<file path="src/rtl/sregp_pkg.sv">
package sregp_pkg;

    localparam int ADDR_W = 8;
    localparam int DATA_W = 24;
    localparam int LINE_W = 12;
    localparam int NREG   = 8;

    localparam int R_SWRST = 0;
    localparam int R_HOLD  = 1;
    localparam int R_ULINE = 2;

    typedef logic [DATA_W-1:0] word_t;

    typedef struct packed {
        logic [ADDR_W-1:0] addr;
        word_t             data;
    } wr_t;

    typedef enum logic {PH_ADDR, PH_DATA} phase_e;

    function automatic int unsigned reg_width(int i);
        if (i == R_SWRST || i == R_HOLD) return 1;
        if (i == R_ULINE)                return LINE_W;
        if (i % 4 == 0)                  return 16;
        if (i % 4 == 1)                  return 8;
        return DATA_W;
    endfunction

    function automatic word_t reg_mask(int i);
        int unsigned w;
        w = reg_width(i);
        if (w >= DATA_W) return '1;
        return word_t'((32'd1 << w) - 32'd1);
    endfunction

    function automatic word_t reg_default(int i);
        if (i <= R_ULINE) return '0;
        return reg_mask(i) & word_t'(32'h00010101 * i);
    endfunction

    function automatic bit reg_on_load(int i);
        return (i <= R_ULINE) || (i == 4);
    endfunction

endpackage

</file>
<file path="src/rtl/sregp_sync.sv">
module sregp_sync #(
    parameter int           W       = 1,
    parameter logic [W-1:0] RST_VAL = '0
) (
    input  logic         clk,
    input  logic         rst,
    input  logic [W-1:0] din,
    output logic [W-1:0] dout
);
    logic [W-1:0] s1_q, s2_q;

    always_ff @(posedge clk) begin
        if (rst) begin
            s1_q <= RST_VAL;
            s2_q <= RST_VAL;
        end else begin
            s1_q <= din;
            s2_q <= s1_q;
        end
    end

    assign dout = s2_q;
endmodule

</file>
<file path="src/rtl/sregp_deser.sv">
module sregp_deser
    import sregp_pkg::*;
(
    input  logic clk,
    input  logic rst,
    input  logic frame_start,
    input  logic frame_on,
    input  logic bit_tick,
    input  logic bit_val,
    output logic wr_valid,
    output wr_t  wr
);
    localparam int CW = $clog2(DATA_W);

    phase_e              phase_q;
    logic [CW-1:0]       cnt_q;
    logic [ADDR_W-2:0]   asr_q;
    logic [DATA_W-2:0]   dsr_q;
    logic [ADDR_W-1:0]   cur_addr_q;

    always_ff @(posedge clk) begin
        if (rst) begin
            phase_q    <= PH_ADDR;
            cnt_q      <= '0;
            asr_q      <= '0;
            dsr_q      <= '0;
            cur_addr_q <= '0;
            wr_valid   <= 1'b0;
            wr         <= '0;
        end else begin
            wr_valid <= 1'b0;
            if (frame_start) begin
                phase_q <= PH_ADDR;
                cnt_q   <= '0;
            end else if (frame_on && bit_tick) begin
                case (phase_q)
                    PH_ADDR: begin
                        if (cnt_q == CW'(ADDR_W - 1)) begin
                            cur_addr_q <= {bit_val, asr_q};
                            phase_q    <= PH_DATA;
                            cnt_q      <= '0;
                        end else begin
                            asr_q <= {bit_val, asr_q[ADDR_W-2:1]};
                            cnt_q <= cnt_q + 1'b1;
                        end
                    end
                    default: begin
                        if (cnt_q == CW'(DATA_W - 1)) begin
                            wr_valid   <= 1'b1;
                            wr.addr    <= cur_addr_q;
                            wr.data    <= {bit_val, dsr_q};
                            cur_addr_q <= cur_addr_q + 1'b1;
                            cnt_q      <= '0;
                        end else begin
                            dsr_q <= {bit_val, dsr_q[DATA_W-2:1]};
                            cnt_q <= cnt_q + 1'b1;
                        end
                    end
                endcase
            end
        end
    end
endmodule

</file>
<file path="src/rtl/sregp_bank.sv">
module sregp_bank
    import sregp_pkg::*;
#(
    parameter int NREG_P = NREG
) (
    input  logic                     clk,
    input  logic                     rst,
    input  logic                     wr_valid,
    input  wr_t                      wr,
    input  logic                     load_rise,
    input  logic                     vd_fall,
    input  logic                     hd_fall,
    output logic [NREG_P*DATA_W-1:0] reg_bus,
    output logic                     load_commit,
    output logic                     sync_commit
);
    localparam int IW = (NREG_P > 1) ? $clog2(NREG_P) : 1;

    logic [NREG_P-1:0] load_class;
    logic              swreq;
    logic              hold;
    logic [LINE_W-1:0] uline;
    logic              do_swrst, do_sync, in_range, wr_sync_hit;
    logic              dirty_q, pending_q, waiting_q;
    logic [LINE_W-1:0] line_q;

    assign hold     = reg_bus[R_HOLD*DATA_W];
    assign uline    = reg_bus[R_ULINE*DATA_W +: LINE_W];
    assign do_swrst = load_rise && swreq;
    assign do_sync  = waiting_q && hd_fall && !vd_fall && (line_q == uline) && !hold;
    assign in_range = wr.addr < ADDR_W'(NREG_P);
    assign wr_sync_hit = wr_valid && in_range && !load_class[wr.addr[IW-1:0]];

    for (genvar gi = 0; gi < NREG_P; gi++) begin : g_reg
        localparam word_t MASK  = reg_mask(gi);
        localparam word_t DEF   = reg_default(gi);
        localparam bit    ON_LD = reg_on_load(gi);

        word_t shadow_q, active_q;
        logic  commit_now;

        if (ON_LD) begin : g_ld
            assign commit_now = load_rise;
        end else begin : g_sy
            assign commit_now = do_sync;
        end

        if (gi == R_SWRST) begin : g_sw
            assign swreq = shadow_q[0];
        end

        assign load_class[gi] = ON_LD;

        always_ff @(posedge clk) begin
            if (rst || do_swrst) begin
                shadow_q <= DEF;
                active_q <= DEF;
            end else begin
                if (wr_valid && wr.addr == ADDR_W'(gi))
                    shadow_q <= wr.data & MASK;
                if (commit_now)
                    active_q <= shadow_q;
            end
        end

        assign reg_bus[gi*DATA_W +: DATA_W] = active_q;
    end

    always_ff @(posedge clk) begin
        if (rst) begin
            dirty_q     <= 1'b0;
            pending_q   <= 1'b0;
            waiting_q   <= 1'b0;
            line_q      <= '0;
            load_commit <= 1'b0;
            sync_commit <= 1'b0;
        end else begin
            load_commit <= load_rise;
            sync_commit <= do_sync;
            if (do_swrst) begin
                dirty_q   <= 1'b0;
                pending_q <= 1'b0;
                waiting_q <= 1'b0;
                line_q    <= '0;
            end else begin
                if (load_rise)
                    dirty_q <= 1'b0;
                else if (wr_sync_hit)
                    dirty_q <= 1'b1;
                pending_q <= (pending_q && !do_sync) || (load_rise && dirty_q);
                if (vd_fall) begin
                    waiting_q <= pending_q;
                    line_q    <= '0;
                end else if (hd_fall && waiting_q) begin
                    if (line_q == uline)
                        waiting_q <= 1'b0;
                    else
                        line_q <= line_q + 1'b1;
                end
            end
        end
    end
endmodule

</file>
<file path="src/rtl/sreg_load_port.sv">
module sreg_load_port
    import sregp_pkg::*;
#(
    parameter int NREG_P = NREG
) (
    input  logic                     clk,
    input  logic                     rst,
    input  logic                     ser_clk,
    input  logic                     ser_din,
    input  logic                     ser_load_n,
    input  logic                     vsync,
    input  logic                     hsync,
    output logic [NREG_P*DATA_W-1:0] reg_bus,
    output logic                     load_commit,
    output logic                     sync_commit
);
    localparam logic [4:0] SYNC_RST = 5'b00111;

    logic [4:0] s_now;
    logic       sck_s, sdi_s, ld_s, vd_s, hd_s;
    logic       sck_p, ld_p, vd_p, hd_p;
    logic       bit_tick, load_rise, load_fall, vd_fall, hd_fall;
    logic       wr_valid;
    wr_t        wr;

    sregp_sync #(.W(5), .RST_VAL(SYNC_RST)) u_sync (
        .clk  (clk),
        .rst  (rst),
        .din  ({ser_clk, ser_din, ser_load_n, vsync, hsync}),
        .dout (s_now)
    );

    assign {sck_s, sdi_s, ld_s, vd_s, hd_s} = s_now;

    always_ff @(posedge clk) begin
        if (rst) begin
            sck_p <= 1'b0;
            ld_p  <= 1'b1;
            vd_p  <= 1'b1;
            hd_p  <= 1'b1;
        end else begin
            sck_p <= sck_s;
            ld_p  <= ld_s;
            vd_p  <= vd_s;
            hd_p  <= hd_s;
        end
    end

    assign bit_tick  = sck_s & ~sck_p;
    assign load_rise = ld_s & ~ld_p;
    assign load_fall = ~ld_s & ld_p;
    assign vd_fall   = ~vd_s & vd_p;
    assign hd_fall   = ~hd_s & hd_p;

    sregp_deser u_deser (
        .clk         (clk),
        .rst         (rst),
        .frame_start (load_fall),
        .frame_on    (~ld_s),
        .bit_tick    (bit_tick),
        .bit_val     (sdi_s),
        .wr_valid    (wr_valid),
        .wr          (wr)
    );

    sregp_bank #(.NREG_P(NREG_P)) u_bank (
        .clk         (clk),
        .rst         (rst),
        .wr_valid    (wr_valid),
        .wr          (wr),
        .load_rise   (load_rise),
        .vd_fall     (vd_fall),
        .hd_fall     (hd_fall),
        .reg_bus     (reg_bus),
        .load_commit (load_commit),
        .sync_commit (sync_commit)
    );
endmodule

</file>
<file path="config.mk">
export PLATFORM = sky130hd
export DESIGN_NAME = sreg_load_port
export DESIGN_NICKNAME = d
export VERILOG_FILES = /design/src/rtl/sregp_pkg.sv /design/src/rtl/sregp_sync.sv /design/src/rtl/sregp_deser.sv /design/src/rtl/sregp_bank.sv /design/src/rtl/sreg_load_port.sv
export SDC_FILE = /design/constraint.sdc
export NUM_CORES = 1
export LEC_CHECK = 0
export BUFFER_PORTS_ARGS = -buffer_cell sky130_fd_sc_hd__clkbuf_2
export CORE_MARGIN = 2
export CORE_UTILIZATION = 50
export CTS_BUF_LIST = sky130_fd_sc_hd__clkbuf_4 sky130_fd_sc_hd__clkbuf_8 sky130_fd_sc_hd__clkbuf_16
export DETAILED_ROUTE_END_ITERATION = 10
export MAX_ROUTING_LAYER = met4
export PLACE_DENSITY = 0.82
export SKIP_LAST_GASP = 1
export SLEW_MARGIN = 20
export SYNTH_ARGS = -nofsm -noshare
export SYNTH_HDL_FRONTEND = slang
export SYNTH_SLANG_ARGS = --single-unit
</file>
<file path="constraint.sdc">
create_clock -name clk -period 3.5 [get_ports clk]
set_input_delay 0.35 -clock clk [delete_from_list [all_inputs] [get_ports clk]]
set_output_delay 0.35 -clock clk [all_outputs]
set_load 0.01 [all_outputs]
</file>
# --- Yosys cells after proc, flatten, opt, wreduce, memory -nomap -nowiden ---
# Memories as Yosys holds them, arrays and structs flattened. A register that Yosys moved wholly into a read port is not among the register bits.
# Index checks and enable logic that the tools add are counted.
word_totals:
  romBits: 8
  reg_bits: 328
  in_bits: 7
  elab_cells: 123
  output_inout_bits: 194
  memories: 1
mem_list:
  columns: ["name", "depth", "word_bits", "rd", "rd_ports_with_merged_regs", "wr", "line", "source"]
  rows:
  - ["(name not given)", 8, 1, 1, 1, 0, "sregp_bank.sv:32", "assign wr_sync_hit = wr_valid && in_range && !load_class[wr.addr[IW-1:0]];"]
op_classes:
  n_addsub: 3
  reduce_logical: 39
  mux: 15
  eq_ne: 11
  bitwise: 16
  n_lt_le_gt_ge: 2
ops:
  columns: ["cell", "count"]
  rows:
  - ["8-bit by 3-bit equality test with 1-bit output (second input constant)", 4]
  - ["8-bit two-way mux", 3]
  - ["1-bit logical AND", 18]
  - ["8-bit by 2-bit equality test with 1-bit output (second input constant)", 2]
  - ["4-bit AND reduction", 4]
  - ["5-bit two-way mux", 3]
  - ["12-bit by 1-bit adder with 12-bit output (second input constant)", 1]
  - ["12-bit equality test", 1]
  - ["1-bit inverter", 11]
  - ["8-bit by 1-bit adder with 8-bit output (second input constant)", 1]
  - ["8-bit by 1-bit equality test with 1-bit output (second input constant)", 1]
  - ["8-bit logical NOT", 1]
  - ["8-bit by 4-bit less-than comparator with 1-bit output (second input constant)", 1]
  - ["1-bit two-way mux", 7]
  - ["3-bit two-way mux", 2]
  - ["2-bit nonzero test", 3]
  - ["3-bit OR reduction", 2]
  - ["5-bit by 1-bit adder with 5-bit output (second input constant)", 1]
  - ["1-bit bitwise AND", 5]
  - ["5-bit by 3-bit equality test with 1-bit output (second input constant)", 1]
  - ["5-bit equality test (second input constant)", 1]
  - ["1-bit logical NOT", 4]
  - ["3-bit by 4-bit less-than comparator with 1-bit output (second input constant)", 1]
  - ["2-bit AND reduction", 2]
  - ["4 further kinds", 6]

# --- Depth between registers and ports, before layout ---
# Gate-level depths: netlist of run 1.
logic_depth:
  word_depth: 9
  depth_mapped: 9
  mapped_depth_nobuf: 6

# --- Modules after synthesis ---
# A second synthesis of run 1 with hierarchy kept.
unflattened:
  cells_unflattened: 1519
  hier_area_um2: 12818.5
by_module_without_submodules:
  columns: ["module", "cells_per_inst", "seq_area_each_um2", "instances", "area_each_um2"]
  rows:
  - ["sregp_bank", 1109, 4744.6, 1, 9300.2]
  - ["sregp_deser", 376, 1541.5, 1, 3115.5]
  - ["sregp_sync", 20, 200.2, 1, 262.8]
  - ["sreg_load_port", 14, 80.1, 1, 140.1]

# --- Least setup slack after synthesis of run 1 ---
# No wires, ideal clock.
synth_path:
  path_kind: "reg-to-reg"
  startpoint: "register vd_p"
  endpoint: "register u_bank.g_reg[6].active_q[10]"
  synth_period_minus_slack_ns: 1.879
  arrival_ns: 1.742
  setup_ns: 0.137
  required_ns: 3.363
  setup_slack_ns: 1.621
  stages_incl_launch_ff: 8
  cell_sequence: "dfxtp_1 -> nor2b_1 -> or4_4 -> or4_1 -> buf_6 -> buf_6 -> nand2_1 -> nand3_1"
synth_between:
  elab_chain_len: 5
synth_lines:
  columns: ["element", "line", "source"]
  rows:
  - ["start, declared", "sreg_load_port.sv:21", "logic sck_p, ld_p, vd_p, hd_p;"]
  - ["start signal, assigned", "sreg_load_port.sv:44", "vd_p <= vd_s;"]
  - ["1-bit bitwise AND", "sreg_load_port.sv:52", "assign vd_fall = ~vd_s & vd_p;"]
  - ["1-bit logical NOT", "sregp_bank.sv:30", "assign do_sync = waiting_q && hd_fall && !vd_fall && (line_q == uline) && !hold;"]
  - ["1-bit logical AND (3 in a row)", "sregp_bank.sv:30", null]
  - ["end signal, assigned", "sregp_bank.sv:62", "active_q <= shadow_q;"]
  - ["end, declared", "sregp_bank.sv:39", "word_t shadow_q, active_q;"]
# No other way between the ends.
# A chain may end at the register's enable or synchronous reset.

# --- Worst setup path in the final report of run 1 ---
layout_path:
  startpoint: "register u_bank.line_q[9]"
  endpoint: "register u_bank.g_reg[6].active_q[10]"
layout_between:
  elab_chain_len: 3
layout_lines:
  columns: ["element", "line", "source"]
  rows:
  - ["start, declared", "sregp_bank.sv:25", "logic [LINE_W-1:0] line_q;"]
  - ["start signal, assigned", "sregp_bank.sv:98", "line_q <= line_q + 1'b1;"]
  - ["12-bit equality test", "sregp_bank.sv:30", null]
  - ["1-bit logical AND (2 in a row)", "sregp_bank.sv:30", null]
# No other way between the ends.

==> summary.txt, run 1 <==
die area = 26500 um2
Worst VDD drop = 0.398 mV
Avg Cell Area, Syn = 8.18 um2
Slew HR = 31.5%
# nets final = 1620
Post-synth ARST share = 0%
final worst path period share = 68.8%
Pwr Density = 526 nW/um2
P&R area growth vs syn = 11.4%
Lkg Pwr = 5.39 nW
Chip Width = 163 um
vias in the first global route = 9318
CP Capture Type = register
core area = 25000 um2
worst clock skew = 16.0 ps
Post-CTS Setup Inserts = 0
first-pass GRT wire length = 46700 um
Final Critical Period = 2410 ps
Routability Congestion = 0.810
pin count of the biggest net entering global routing = 91
CTS max path bufs = 3
DR vias = 10200
Initial DRC Count = 958
max frequency = 416 MHz
TritonCTS Buffers = 30
measured slew at the worst slew-check pin = 1020 ps
Final Hold Slack = 13.0 ps
total negative slack = 0 ps
status = finished clean
initial core utilization = 50.5%
initial antenna violation count = 0
Reg clk slew, reported paths = 70 ps
distinct cell type count after synthesis = 46
port bufs = 118
Fill cells = 2160
Post-synth EDFFs = 0
# H-tree levels = 1
Antenna Nets Post-Route = 0
clock tree from TritonCTS = built
Skew-Pair Late Insertion Delay = 560 ps
kind of critical path = reg2reg
sequential share of the synthesized area = 52.2%
Post-Route WL = 29400 um
Synth warnings = 0
top_reg_cell synth = dfxtp_1
fraction of layout cells with a size suffix above 1 = 13.0%
DP Wirelength = 18600 um
RSZ-0062 raised after global routing = false
Worst Path Max Fanout = 81
total congestion overflow = 0
CP Data Required Time = 3910 ps
Gate Count Post-Synth = 1542
vias per cell = 5.20
Hold Vio Cnt, Final = 0
Mapped Area = 12600 um2
CTS Sinks = 329
Slew Limit Fails = 0
clk root buf = clkbuf_16
drt pass-1 iters = 5
Startpoint Class = register
I/O Pins = 201
max cap viols = 0
# DRC = 0
Inserted Diodes = 0
worst hold path class = in2reg
final setup fails = 0
Yosys reg bits = 329
Rows = 58
Critical Path AT = 2820 ps
WL/cell = 15.0 um
Overall Global Routing Usage = 22.1%
Die Y-Extent = 163 um
[final timing paths]
check | cells past startpoint | from | to | slack (ps)
setup / recovery | 6 | u_bank.line_q[9] | u_bank.g_reg[6].active_q[10] | 1090
hold / removal | 2 | ser_din | u_sync.s1_q[3] | 10
setup reg to reg | 6 | u_bank.line_q[9] | u_bank.g_reg[6].active_q[10] | 1090
hold reg to reg | 1 | u_sync.s1_q[0] | u_sync.dout[0] | 420
[Yosys cell counts, types with 2 or more instances]
cell | count | share of area (%)
a21o_1 | 3 | 0.18
a21oi_1 | 227 | 9.0
a22oi_1 | 6 | 0.36
and2_1 | 5 | 0.25
and3_1 | 6 | 0.30
and3b_1 | 2 | 0.14
buf_2 | 17 | 0.67
buf_4 | 86 | 5.1
buf_6 | 15 | 1.3
clkbuf_1 | 63 | 1.9
dfxtp_1 | 329 | 52
ha_1 | 3 | 0.30
inv_1 | 6 | 0.18
mux2i_1 | 34 | 2.7
nand2_1 | 524 | 16
nand2b_1 | 3 | 0.15
nand3_1 | 57 | 2.3
nand3b_1 | 6 | 0.36
nand4_1 | 5 | 0.25
nor2_1 | 53 | 1.6
nor2b_1 | 10 | 0.50
nor3_1 | 8 | 0.32
nor3b_1 | 2 | 0.12
nor4_2 | 2 | 0.20
o21ai_0 | 12 | 0.48
o21ai_1 | 3 | 0.12
o31ai_1 | 4 | 0.24
or2_2 | 10 | 0.50
or3_1 | 8 | 0.40
or4_1 | 4 | 0.24
xnor2_1 | 13 | 0.90
xor2_1 | 2 | 0.14
[power breakdown]
group	switching, mW	total [mW]	internal, mW
Sequential	0.00498	3.75	3.75
Clock	1.43	3.50	2.07
Combinational	0.115	0.135	0.0199
Total	1.55	7.39	5.84
[registers in the layout, summed over array words and instances, names as in the netlist, 5 cells and up, named ones only]
register and count:
u_bank.g.shadow_q 110, u_bank.g.active_q 110, u_deser.cnt_q 5, u_deser.asr_q 7, u_deser.dsr_q 23, u_deser.cur_addr_q 8
u_bank.line_q 12, u_sync.s1_q 5, u_deser.wr 32, u_sync.dout 5
[kinds of logic (layout without fill, tap and decap cells)]
logic type	Yosys count	in the layout	synth area share, %
compound gates	260	260	10.7
simple gates	712	712	23.8
flops	329	329	52.2
mux	34	34	2.70
other cells	1	82	0.0297
fa+ha+maj	3	3	0.298
xor+xnor	15	15	1.04
buf+inv	188	199	9.21
[metrics by stage]
| step | setup WS (ps) | instances | power [mW] | utilization, % | area (um2) |
|---|---|---|---|---|---|
| final | 1090 | 1964 | 7.39 | 56.3 | 14100 |
| after global routing | 924 | 1964 | 7.58 | 56.3 | 14100 |
| after CTS | 1080 | 1964 | 7.42 | 56.3 | 14100 |
| after detailed placement | 1110 | 1905 | 3.97 | 51.8 | 12900 |
| after global placement | 1110 | 1905 | 3.97 | 51.8 | 12900 |
| after floorplan | 1620 | 1623 | 4.01 | - | 12900 |
[critical path, stage by stage (launching register included)]
cell     delay, ps
dfxtp_1        350
xnor2_1        230
nand4_1        270
or4_2          710
buf_4          380
nand2_1        190
nand3_1         90
[what timing repair did]
item | 4_1_cts | 5_1_grt
resized for setup | 0 | 0
hold endpoints to repair | 3 | 0
hold buffers | 3 | 0
[layer usage]
layer	vias to the layer above	GRT usage (%)	share of wire (%)
met4	0	7.84	2.9
li1	5012	-	-
met5	-	-	0
met3	64	3.41	7.4
met2	356	36.0	48
met1	4782	28.1	42
[cell type report]
type	instances	area (um2)	share of cell area [%]
inverter	6	22.5	0.160
tap	330	413	2.94
clock buffer	41	883	6.29
sequential	329	6590	46.9
multi-input combinational	1106	5190	37.0
clock inverter	15	200	1.42
timing repair buffer	137	753	5.36
[cell usage in the layout, fill, tap and decap left out, types with 4 or more instances in the layout]
cell type,count
nor2_1,53
nand4_1,5
or2_2,10
o21ai_0,12
nor2b_1,9
conb_1,82
buf_4,15
clkbuf_2,118
and3_1,6
xnor2_1,13
nand3b_1,6
bufinv_16,4
nor3_1,8
dfxtp_1,329
and2_1,5
a21oi_1,226
clkinv_2,8
clkbuf_8,8
o31ai_1,4
inv_1,6
clkbuf_16,30
nand2_1,524
nand3_1,57
or3_1,8
a22oi_1,6
mux2i_1,34
(Power assumes the default switching activity.)
==> run 2: changes to the inputs <==
- clock period: 3.5 -> 2.44 ns (I/O delays scaled with it)
==> run 2 against run 1 <==
- first-iteration DRC count fell by 9.5%
- wire length rose by 0.40%
- cell count rose by 0.41%
- utilization fell by 0.14 points
- highest routed layer unchanged
- fmax rose by 9.1%
- clock skew fell by 5.3 ps
- non-clock buffer count rose by 16
- power rose by 34%
- sequential power rose by 44%
- sequential cell count did not move
- register-to-register slack got worse by 860 ps
==> summary.txt, run 2 (synthesis gave the netlist of run 1 again) <==
worst r2r src = vd_p
Worst VDD drop = 0.482 mV
vias per cell = 5.23
CTS Sinks = 329
Critical Path AT = 2630 ps
Skew-Pair Late Insertion Delay = 540 ps
Largest regs = u_bank.g.active_q x110, u_bank.g.shadow_q x110, u_deser.wr x32
pin count of the biggest net entering global routing = 88
first-pass GRT wire length = 47400 um
Critical R2R Capture = u_bank.g_reg[7].active_q[12]
hold-fix buffer count after cts = 5
DR vias = 10300
kind of critical path = reg2reg
worst hold path class = in2reg
# DRC = 0
R2R cell count = 6
Rows = 58
Hold Vio Cnt, Final = 0
total congestion overflow = 0
measured slew at the worst slew-check pin = 864 ps
critical path depth = 6
Post-Route WL = 29500 um
# nets final = 1635
max cap viols = 0
Chip Width = 163 um
vias in the first global route = 9575
clk root buf = clkbuf_16
CP startpoint = vd_p
total negative slack = 0 ps
CP Capture Type = register
core area = 25000 um2
Lkg Pwr = 5.40 nW
final setup fails = 0
Startpoint Class = register
PostCTS Resize Cnt = 0
fraction of layout cells with a size suffix above 1 = 13.3%
max frequency = 453 MHz
Final Hold Slack = 40.6 ps
I/O Pins = 201
drt pass-1 iters = 5
P&R area growth vs syn = 11.1%
Worst Setup EP = u_bank.g_reg[7].active_q[12]
Slew HR = 42.4%
Pwr Density = 705 nW/um2
max incr delay on CP = 590 ps
Die Y-Extent = 163 um
Slew Limit Fails = 0
Initial DRC Count = 867
WP buf/inv = 1
# H-tree levels = 1
die area = 26500 um2
Routability Congestion = 0.842
final worst path period share = 90.4%
TritonCTS Buffers = 29
Post-CTS Setup Inserts = 0
DP Wirelength = 19300 um
CP delay by family, top = simple AND/OR/NAND/NOR gates
worst clock skew = 10.7 ps
clock tree from TritonCTS = built
slowest CP cell = or4_2
commonest non-fill, non-tap cell in the layout = nand2_1
Inserted Diodes = 0
Layout Cells excl Fill = 1972
CP cell instances = nor2b_1 -> or4_4 -> or4_2 -> buf_12 -> nand2_1 -> a21oi_1
CP Data Required Time = 2860 ps
Worst R2R Setup Slack = 230 ps
Worst Path Max Fanout = 81
Antenna Nets Post-Route = 0
initial core utilization = 50.5%
port bufs = 118
CTS max path bufs = 3
most frequent cells in the layout = 524 x nand2_1, 329 x dfxtp_1, 226 x a21oi_1, 118 x clkbuf_2, 82 x conb_1
status = finished clean
final core utilization = 56.1%
RSZ-0062 raised after global routing = false
Overall Global Routing Usage = 22.4%
Final Critical Period = 2210 ps
WL/cell = 15.0 um
Reg clk slew, reported paths = 70 ps
Placed Cells = 1919
initial antenna violation count = 0
run 2: cell types whose count changed in the layout (fill, tap and decap cells not counted), sizes merged:
cell,previous run,this run
buf,16,30
clkinvlp,1,0
dlygate4sd3,3,5
inv,6,7
clkinv,10,6
bufinv,4,0
run 2: cell type report:
cell class | instances | area (um2)
clock inverter | 7 | 38.8
inverter | 6 | 22.5
timing repair buffer | 153 | 916
multi-input combinational | 1106 | 5190
clock buffer | 41 | 847
sequential | 329 | 6590
tap | 330 | 413
fill | 2151 | 10900
run 2: power by group:
part	internal (mW)	switching (mW)	leakage (nW)
clock	2.40	1.89	0.454
sequential	5.38	0.00717	2.65
combinational	0.0350	0.164	2.29
run 2: worst register-to-register path: stages, from the launching register on:
cell and delay, ps:
dfxtp_1 310, nor2b_1 160, or4_4 510, or4_2 590, buf_12 220, nand2_1 230
a21oi_1 70
run 2: metrics by stage:
stage / power, mW / setup WS, ps / instance area (um2)
after global placement: 5.69 / 283 / 13100
final: 9.88 / 234 / 14000
after detailed placement: 5.70 / 277 / 13100
after global routing: 10.2 / 139 / 14000
after floorplan: 5.75 / 561 / 12900
after CTS: 9.94 / 270 / 14000
run 2: worst min path at each step:
stage,end,depth (start not counted),startpoint
6_report,u_bank.sync_commit,2,rst
5_1_grt,u_bank.sync_commit,2,rst
4_1_cts,u_bank.sync_commit,2,rst
3_5_place_dp,u_sync.dout[2],1,u_sync.s1_q[2]
3_3_place_gp,u_sync.dout[2],1,u_sync.s1_q[2]
2_1_floorplan,u_sync.s1_q[0],1,hsync
run 2: routing by layer:
layer  GRT usage, %  wire [um]
met2           36.4      14100
met3           4.00       2100
met5              -          0
met1           28.2      12500
met4           8.00        872
==> run 3: changes to the inputs <==
- CORE_UTILIZATION: 50 -> 45
- PLACE_DENSITY: 0.82 -> 0.76
==> run 3 against run 2 <==
- clock skew grew 0.69 ps
- utilization shrank 4.7 points
- cell count grew 2.9%
- critical path depth is the same
- hold slack gained 3.3 ps
- critical endpoint is now u_bank.g_reg[7].active_q[0]
==> summary.txt, run 3 (synthesis gave the netlist of run 1 again) <==
# H-tree levels = 1
Worst R2R Setup Slack = 240 ps
total congestion overflow = 0
most frequent cells in the layout = 524 x nand2_1, 329 x dfxtp_1, 226 x a21oi_1, 118 x clkbuf_2, 82 x conb_1
final core utilization = 51.4%
Hold Crit Start = rst
Final Critical Period = 2200 ps
drt pass-1 iters = 5
Chip Width = 171 um
CTS max path bufs = 3
# nets final = 1638
Routability Congestion = 0.773
clk root buf = clkbuf_16
CP cell instances = nor2b_1 -> or4_4 -> or4_2 -> buf_12 -> nand2_1 -> nand3_1
CP Data Required Time = 2850 ps
max incr delay on CP = 610 ps
P&R area growth vs syn = 13.0%
Slew HR = 54.5%
WL/cell = 14.4 um
pin count of the biggest net entering global routing = 82
Overall Global Routing Usage = 19.7%
vias in the first global route = 9104
max cap viols = 0
clock share of power = 46.1%
WP buf/inv = 1
final setup fails = 0
kind of critical path = reg2reg
measured slew at the worst slew-check pin = 680 ps
core area = 27700 um2
Slew Limit Fails = 0
PostCTS Resize Cnt = 0
worst clock skew = 11.4 ps
Post-Route WL = 29200 um
CP Capture Type = register
TritonCTS Buffers = 30
slowest CP cell = or4_2
Antenna Nets Post-Route = 0
Logic pwr share = 1.9%
Lkg Pwr = 5.48 nW
DP Wirelength = 19000 um
Worst Path Max Fanout = 81
Worst VDD drop = 0.529 mV
total negative slack = 0 ps
worst r2r src = vd_p
initial core utilization = 45.5%
Initial DRC Count = 919
worst hold path class = in2reg
status = finished clean
Largest regs = u_bank.g.active_q x110, u_bank.g.shadow_q x110, u_deser.wr x32
die area = 29400 um2
Critical Path AT = 2610 ps
# DRC = 0
sw frac = 20.8%
RSZ-0062 raised after global routing = false
CP delay by family, top = simple AND/OR/NAND/NOR gates
Inserted Diodes = 0
Rows = 61
vias per cell = 5.04
final worst path period share = 90.2%
commonest non-fill, non-tap cell in the layout = nand2_1
first-pass GRT wire length = 46000 um
Psw = 2.16 mW
Pwr Density = 727 nW/um2
clock tree from TritonCTS = built
CTS Sinks = 329
Reg clk slew, reported paths = 60 ps
initial antenna violation count = 0
Skew-Pair Late Insertion Delay = 550 ps
port bufs = 118
fraction of layout cells with a size suffix above 1 = 13.8%
Die Y-Extent = 171 um
max frequency = 454 MHz
CP startpoint = vd_p
internal power of the cells = 8.20 mW
Startpoint Class = register
I/O Pins = 201
DR vias = 10200
Hold Vio Cnt, Final = 0
Reg power frac = 52.0%
[run 3: changes by cell type in the layout (fill, tap and decap cells not counted)]
cell        delta
clkinv_2       +3
buf_12         +2
bufinv_16      +2
clkbuf_16      +2
clkinvlp_4     +2
clkbuf_4       -1
clkbuf_8       +1
inv_6          -1
[run 3: worst paths after layout]
check / end / depth (start not counted)
worst max-delay path: u_bank.g_reg[7].active_q[0] / 6
worst min-delay path: u_deser.wr[25] / 2
worst max register to register: u_bank.g_reg[7].active_q[0] / 6
worst min register to register: u_sync.dout[0] / 1
[run 3: final cells by class]
cell class | instances | area, um2
fill | 2474 | 13500
sequential | 329 | 6590
multi-input combinational | 1106 | 5190
timing repair buffer | 155 | 956
clock buffer | 43 | 903
tap | 378 | 473
clock inverter | 13 | 120
inverter | 6 | 22.5
[run 3: metal layers]
layer,track usage (%),share of wire (%),up-vias
li1,-,-,5050
met1,25.1,42,4790
met2,31.6,46,326
met3,3.13,8.1,72
met4,7.30,3.5,0
met5,-,0,-
[run 3: metrics by stage]
stage | setup WS [ps] | std cells | hold slack [ps] | power (mW) | cell area, um2
floorplan | 561 | 1623 | 348 | 5.75 | 12900
global placement | 249 | 1969 | 397 | 5.70 | 13200
detailed placement | 245 | 1969 | 398 | 5.70 | 13200
CTS | 244 | 2030 | 32.0 | 10.4 | 14300
global route | 127 | 2030 | 38.4 | 10.6 | 14300
finish | 239 | 2030 | 43.9 | 10.4 | 14300
[run 3: power groups by stage]
stage	combinational, mW	clock (mW)	sequential [mW]
2_1_floorplan	0.249	0	5.51
3_3_place_gp	0.191	0	5.51
3_5_place_dp	0.191	0	5.51
4_1_cts	0.197	4.83	5.39
5_1_grt	0.222	5.03	5.38
6_report	0.201	4.77	5.39
[run 3: timing repair]
item,4_1_cts,5_1_grt
buffers inserted,0,0
hold buffers,5,0
hold endpoints to repair,5,0
